===== config.mk =====
export PLATFORM = sky130hd
export DESIGN_NAME = memwipe_ctrl
export DESIGN_NICKNAME = d
export VERILOG_FILES = /design/src/rtl/memwipe_pkg.sv /design/src/rtl/memwipe_regs.sv /design/src/rtl/memwipe_fill.sv /design/src/rtl/memwipe_ctrl.sv
export SDC_FILE = /design/constraint.sdc
export NUM_CORES = 1
export LEC_CHECK = 0
export BUFFER_PORTS_ARGS = -buffer_cell sky130_fd_sc_hd__clkbuf_2
export CAP_MARGIN = 20
export CORE_AREA = 2 2 165 167
export DETAILED_ROUTE_END_ITERATION = 12
export DIE_AREA = 0 0 167 169
export GPL_TIMING_DRIVEN = 0
export RECOVER_POWER = 25
export SLEW_MARGIN = 5
export SYNTH_ARGS = -nofsm -noshare
export SYNTH_HDL_FRONTEND = slang
export SYNTH_HIERARCHICAL = 1
export SYNTH_SLANG_ARGS = --single-unit

===== constraint.sdc =====
create_clock -name clk -period 1.6 [get_ports clk]
set_input_delay 0.08 -clock clk [delete_from_list [all_inputs] [get_ports clk]]
set_output_delay 0.08 -clock clk [all_outputs]
set_load 0.01 [all_outputs]

===== src/rtl/memwipe_pkg.sv =====
package memwipe_pkg;

    localparam int MAX_CH      = 4;
    localparam int BUS_W       = 64;
    localparam int OFS_STATUS  = 8;
    localparam int OFS_CTRL    = 16;
    localparam int STAT_INIT_LSB = 0;
    localparam int STAT_CAL_LSB  = 8;
    localparam int STAT_BUSY_LSB = 16;
    localparam int CTRL_CLR_W    = 4;

    typedef enum logic {
        FILL_IDLE = 1'b0,
        FILL_RUN  = 1'b1
    } fill_state_e;

    typedef struct packed {
        logic rd_stat;
        logic rd_ctrl;
        logic wr_ctrl;
    } bus_dec_t;

    function automatic logic [BUS_W-1:0] pack_status(
        input logic [MAX_CH-1:0] init_v,
        input logic [MAX_CH-1:0] cal_v,
        input logic [MAX_CH-1:0] busy_v
    );
        logic [BUS_W-1:0] w;
        w = '0;
        w[STAT_INIT_LSB +: MAX_CH] = init_v;
        w[STAT_CAL_LSB  +: MAX_CH] = cal_v;
        w[STAT_BUSY_LSB +: MAX_CH] = busy_v;
        return w;
    endfunction

endpackage


===== src/rtl/memwipe_regs.sv =====
module memwipe_regs
    import memwipe_pkg::*;
#(
    parameter int                NUM_CH     = 4,
    parameter int                ADDR_W     = 8,
    parameter logic [NUM_CH-1:0] CH_PRESENT = '1
) (
    input  logic              clk,
    input  logic              rst,
    input  logic [ADDR_W-1:0] bus_addr,
    input  logic              bus_rd,
    input  logic              bus_wr,
    input  logic [BUS_W-1:0]  bus_wdata,
    output logic [BUS_W-1:0]  bus_rdata,
    input  logic [NUM_CH-1:0] init_done,
    input  logic [NUM_CH-1:0] cal_fail,
    input  logic [NUM_CH-1:0] busy,
    output logic [NUM_CH-1:0] clr_req
);

    bus_dec_t                     dec;
    logic [BUS_W-1:CTRL_CLR_W]    ctrl_keep;
    logic [MAX_CH-1:0]            init_w;
    logic [MAX_CH-1:0]            cal_w;
    logic [MAX_CH-1:0]            busy_w;
    logic [CTRL_CLR_W-1:0]        present_w;
    logic [BUS_W-1:0]             rd_val;

    always_comb begin
        dec.rd_stat = bus_rd && (bus_addr == ADDR_W'(OFS_STATUS));
        dec.rd_ctrl = bus_rd && (bus_addr == ADDR_W'(OFS_CTRL));
        dec.wr_ctrl = bus_wr && (bus_addr == ADDR_W'(OFS_CTRL));
    end

    always_comb begin
        init_w    = '0;
        cal_w     = '0;
        busy_w    = '0;
        present_w = '0;
        for (int i = 0; i < NUM_CH; i++) begin
            init_w[i]    = init_done[i] & CH_PRESENT[i];
            cal_w[i]     = cal_fail[i]  & CH_PRESENT[i];
            busy_w[i]    = busy[i];
            present_w[i] = CH_PRESENT[i];
        end
    end

    always_comb begin
        if (dec.rd_stat)
            rd_val = pack_status(init_w, cal_w, busy_w);
        else if (dec.rd_ctrl)
            rd_val = {ctrl_keep, present_w};
        else
            rd_val = '0;
    end

    always_ff @(posedge clk) begin
        if (rst) begin
            bus_rdata <= '0;
            ctrl_keep <= '0;
        end else begin
            bus_rdata <= rd_val;
            if (dec.wr_ctrl)
                ctrl_keep <= bus_wdata[BUS_W-1:CTRL_CLR_W];
        end
    end

    assign clr_req = dec.wr_ctrl ? (bus_wdata[NUM_CH-1:0] & CH_PRESENT) : '0;

endmodule


===== src/rtl/memwipe_fill.sv =====
module memwipe_fill
    import memwipe_pkg::*;
#(
    parameter int WORDS  = 16,
    parameter int AW     = 4,
    parameter int DATA_W = 64
) (
    input  logic              clk,
    input  logic              rst,
    input  logic              start,
    output logic              busy,
    output logic              we,
    output logic [AW-1:0]     addr,
    output logic [DATA_W-1:0] wdata
);

    localparam logic [AW-1:0] LAST = AW'(WORDS - 1);

    fill_state_e   state;
    logic [AW-1:0] ptr;

    always_ff @(posedge clk) begin
        if (rst) begin
            state <= FILL_IDLE;
            ptr   <= '0;
        end else begin
            case (state)
                FILL_IDLE: begin
                    if (start) begin
                        state <= FILL_RUN;
                        ptr   <= '0;
                    end
                end
                FILL_RUN: begin
                    if (ptr == LAST)
                        state <= FILL_IDLE;
                    else
                        ptr <= ptr + 1'b1;
                end
                default: state <= FILL_IDLE;
            endcase
        end
    end

    assign busy  = (state == FILL_RUN);
    assign we    = busy;
    assign addr  = ptr;
    assign wdata = '0;

endmodule


===== src/rtl/memwipe_ctrl.sv =====
module memwipe_ctrl
    import memwipe_pkg::*;
#(
    parameter int                NUM_CH     = 4,
    parameter int                ADDR_W     = 8,
    parameter int                MEM_WORDS  = 16,
    parameter int                DATA_W     = 64,
    parameter logic [NUM_CH-1:0] CH_PRESENT = 4'b1011,
    localparam int               AW         = (MEM_WORDS > 1) ? $clog2(MEM_WORDS) : 1
) (
    input  logic                     clk,
    input  logic                     rst,
    input  logic [ADDR_W-1:0]        bus_addr,
    input  logic                     bus_rd,
    input  logic                     bus_wr,
    input  logic [63:0]              bus_wdata,
    output logic [63:0]              bus_rdata,
    input  logic [NUM_CH-1:0]        init_done,
    input  logic [NUM_CH-1:0]        cal_fail,
    output logic [NUM_CH-1:0]        mem_we,
    output logic [NUM_CH*AW-1:0]     mem_addr,
    output logic [NUM_CH*DATA_W-1:0] mem_wdata
);

    logic [NUM_CH-1:0] busy;
    logic [NUM_CH-1:0] clr_req;

    memwipe_regs #(
        .NUM_CH     (NUM_CH),
        .ADDR_W     (ADDR_W),
        .CH_PRESENT (CH_PRESENT)
    ) u_regs (
        .clk       (clk),
        .rst       (rst),
        .bus_addr  (bus_addr),
        .bus_rd    (bus_rd),
        .bus_wr    (bus_wr),
        .bus_wdata (bus_wdata),
        .bus_rdata (bus_rdata),
        .init_done (init_done),
        .cal_fail  (cal_fail),
        .busy      (busy),
        .clr_req   (clr_req)
    );

    for (genvar ch = 0; ch < NUM_CH; ch++) begin : g_ch
        memwipe_fill #(
            .WORDS  (MEM_WORDS),
            .AW     (AW),
            .DATA_W (DATA_W)
        ) u_fill (
            .clk   (clk),
            .rst   (rst),
            .start (clr_req[ch]),
            .busy  (busy[ch]),
            .we    (mem_we[ch]),
            .addr  (mem_addr[ch*AW +: AW]),
            .wdata (mem_wdata[ch*DATA_W +: DATA_W])
        );
    end

endmodule


==> results_dict.tcl <==
set metrics [dict create \
    status "completed" \
    yosysTopAreaCell "dfxtp_1" \
    setup_slack_ns 0.132 \
    clkTransAtPathRegs_ns 0.07 \
    cp_top_family "simple AND/OR/NAND/NOR gates" \
    cp.required_ns 1.94 \
    seqPwrFrac_pct 39.8 \
    clock_latency_ns 0.41 \
    start_util_pct 28.3 \
    hold_viol 0 \
    worst_path_max_delay_cell "or4_4" \
    rsz0062_at_grt "no" \
    path_cells "clkbuf_2, or4_4, nor4_4, buf_12, buf_12, and2_1, and2b_1, a21oi_1, nor2_1" \
    drtIter0Drc 171 \
    cts_buffers 17 \
    area_growth_pct 46.6 \
    ant_nets 0 \
    n_fill_cell 2642 \
    syn_avg_cell_area_um2 9.51 \
    grt_use_total_pct 12.2 \
    fin_setup_tns_ns 0 \
    yosysUniqueCellTypes 33 \
    htreeDepth 4 \
    wl_um 17900 \
    core_area_um2 26500 \
    setup_violations 0 \
    drv_slew 0 \
    vias 5803 \
    dieWidth_um 167 \
    comb_power_share_pct 13.4 \
    portBuffers 163 \
    viasPerCell 3.51 \
    pwr-share-clk_pct 46.9 \
    syn_area_um2 7510 \
    wl_per_cell_um 10.8 \
    cellInternalPower_uw 6780 \
    cts_tree "done" \
    fin_cells 1653 \
    antennaDiodeCount 0 \
    antenna_found_initial 1 \
    die_h_um 169 \
    place_inst 1546 \
    die-area_um2 28200 \
    ys_seq_elements 143 \
    async_flop_share_pct 0 \
    grt_max_degree 27 \
    synth_cells 789 \
    layout_min_cycle_time_ns 1.47 \
    hold_class "in2reg" \
    remaining_drc_errors 0 \
    num_rows 60 \
    synthTopCellsByCount "buf_4, dfxtp_1, nand2b_1, mux2i_1, and2_1" \
    p_leak_uw 0.00537 \
    p_switching_uw 2210 \
    skew_ns 0.00868 \
    cts_sinks 143 \
    crit_type "in2reg" \
    grt_pass1_wl_um 27700 \
    dpl.hpwl_um 13500 \
    io_pins 424 \
    ys_warn_count 6 \
    critPathArrivalTime_ns 1.81 \
    synth_edf_count 0 \
    drive_above_1_share_pct 32.4 \
    power_density_nw_per_um2 817 \
    relSlewSlack_pct 64.2 \
    max_freq_mhz 681 \
    end_kind "flip-flop" \
    tightest_slew_ns 0.537 \
    final.period_utilization_pct 91.7 \
    setup.worst_path.start_class "input port" \
    dr.pass1.iters 4 \
    clock-root-buffer "clkbuf_16" \
    peakVddDrop_mv 0.570 \
    timing.max_cap.violations 0 \
    yosysMostFrequentCell "buf_4" \
    place_ws_ns -0.842 \
    fin_hold_ws_ns 0.0491 \
    gp_congestion 0.769 \
    cp_slowest_stage_delay_ns 0.58 \
    synth_ff_type "dfxtp_1" \
    grt_pass1_vias 5527 \
    synth_top_area_share_pct 38.1 \
    swShare_pct 24.6 \
    worst-path-max-fanout 10 \
    clockBufferDepth 2 \
    nets 1387 \
    cpMostUsedCell "buf_12" \
    synth_area_leaders "dfxtp_1, buf_4, nand2b_1, mux2i_1, and2_1" \
    grt-ovfl-total 0 \
    cp_num_buf_inv 3 \
    synth_seq_area_share_pct 38.1 \
]
==> sequential cells by signal (all words and copies together) (netlist names) <==
name and count:
u_regs/bus_rdata 63, g_ch.u_fill/addr 16, g_ch.u_fill/busy 4, u_regs/ctrl_keep 60
==> through the flow <==
step	power (µW)	utilization (%)	instance area [µm²]
final	8990	41.5	11000
after global routing	9420	41.5	11000
after CTS	9130	41.6	11000
after detailed placement	4690	36.6	9700
after global placement	4690	36.6	9700
after floorplan	4530	-	8460
==> logic make-up after synthesis <==
logic type	Yosys count	share of synthesized area, %
buf+inv	299	29.5
simple gates	240	20.1
flops	143	38.1
mux	60	8.00
compound gates	38	3.30
other cells	5	0.250
fa+ha+maj	4	0.667
==> area by class of cell <==
class / instances / area (µm²) / area share [%]
multi-input cells: 600 / 3380 / 30.7
flip-flops and latches: 143 / 2860 / 26.0
plain buffers: 290 / 2190 / 19.9
repair buffers: 238 / 1490 / 13.6
clock buffers: 19 / 443 / 4.02
well taps: 341 / 427 / 3.88
clock inverters: 13 / 175 / 1.59
inverters: 9 / 33.8 / 0.307
==> tightest hold or removal path, delay by kind of cell <==
family,cells,cell delay [ns]
and+or+nand+nor,1,0.20
buffers and inverters,1,0.09
AOI/OAI and AO/OA,1,0.05
==> cell usage in the layout, fill, tap and decap left out, types with 5 or more instances in the layout <==
cell and count:
and2_1 56, buf_2 5, buf_12 8, mux2i_1 60, dlygate4sd3_1 69, a22oi_1 7
nor2_1 11, o211ai_1 8, inv_6 6, nand3_1 8, a21oi_1 19, conb_1 258
inv_1 9, clkbuf_16 17, clkbuf_1 71, nand2b_1 125, clkbuf_2 109, dfxtp_1 143
buf_4 267
==> metal layers <==
layer  vias to the layer above  track usage, %  wire [µm]
met1                      2517            14.8       7720
met5                         -               0         13
met2                       238            21.5       8790
met3                         8            3.53       1280
met4                         2            2.36         93
li1                       3038               -          -
==> final timing paths <==
path | start | end | slack [ns] | depth (start not counted)
setup / recovery | bus_addr[2] | g_ch[3].u_fill/busy | 0.13 | 9
hold / removal | bus_rd | u_regs/bus_rdata[1] | 0.05 | 3
setup reg to reg | g_ch[1].u_fill/addr[0] | g_ch[1].u_fill/addr[0] | 0.25 | 4
hold reg to reg | u_regs/ctrl_keep[54] | u_regs/bus_rdata[54] | 0.45 | 1
==> power by group through the flow <==
| stage | Combinational (µW) | Sequential, µW | Clock (µW) |
|---|---|---|---|
| 6_report | 1200 | 3580 | 4210 |
| 5_1_grt | 1320 | 3570 | 4530 |
| 4_1_cts | 1170 | 3570 | 4390 |
| 3_5_place_dp | 1030 | 3660 | 0 |
| 3_3_place_gp | 1030 | 3660 | 0 |
| 2_1_floorplan | 874 | 3660 | 0 |
==> timing repair <==
action | CTS | global route
endpoints found under the hold margin | 66 | 0
setup buffers | 2 | 4
gates cloned | 0 | 0
hold buffers | 69 | 0
setup endpoints to repair | 50 | 110
resized for setup | 2 | 5
pin swaps | 0 | 0
No activity file was read; power rests on OpenSTA's default activity.
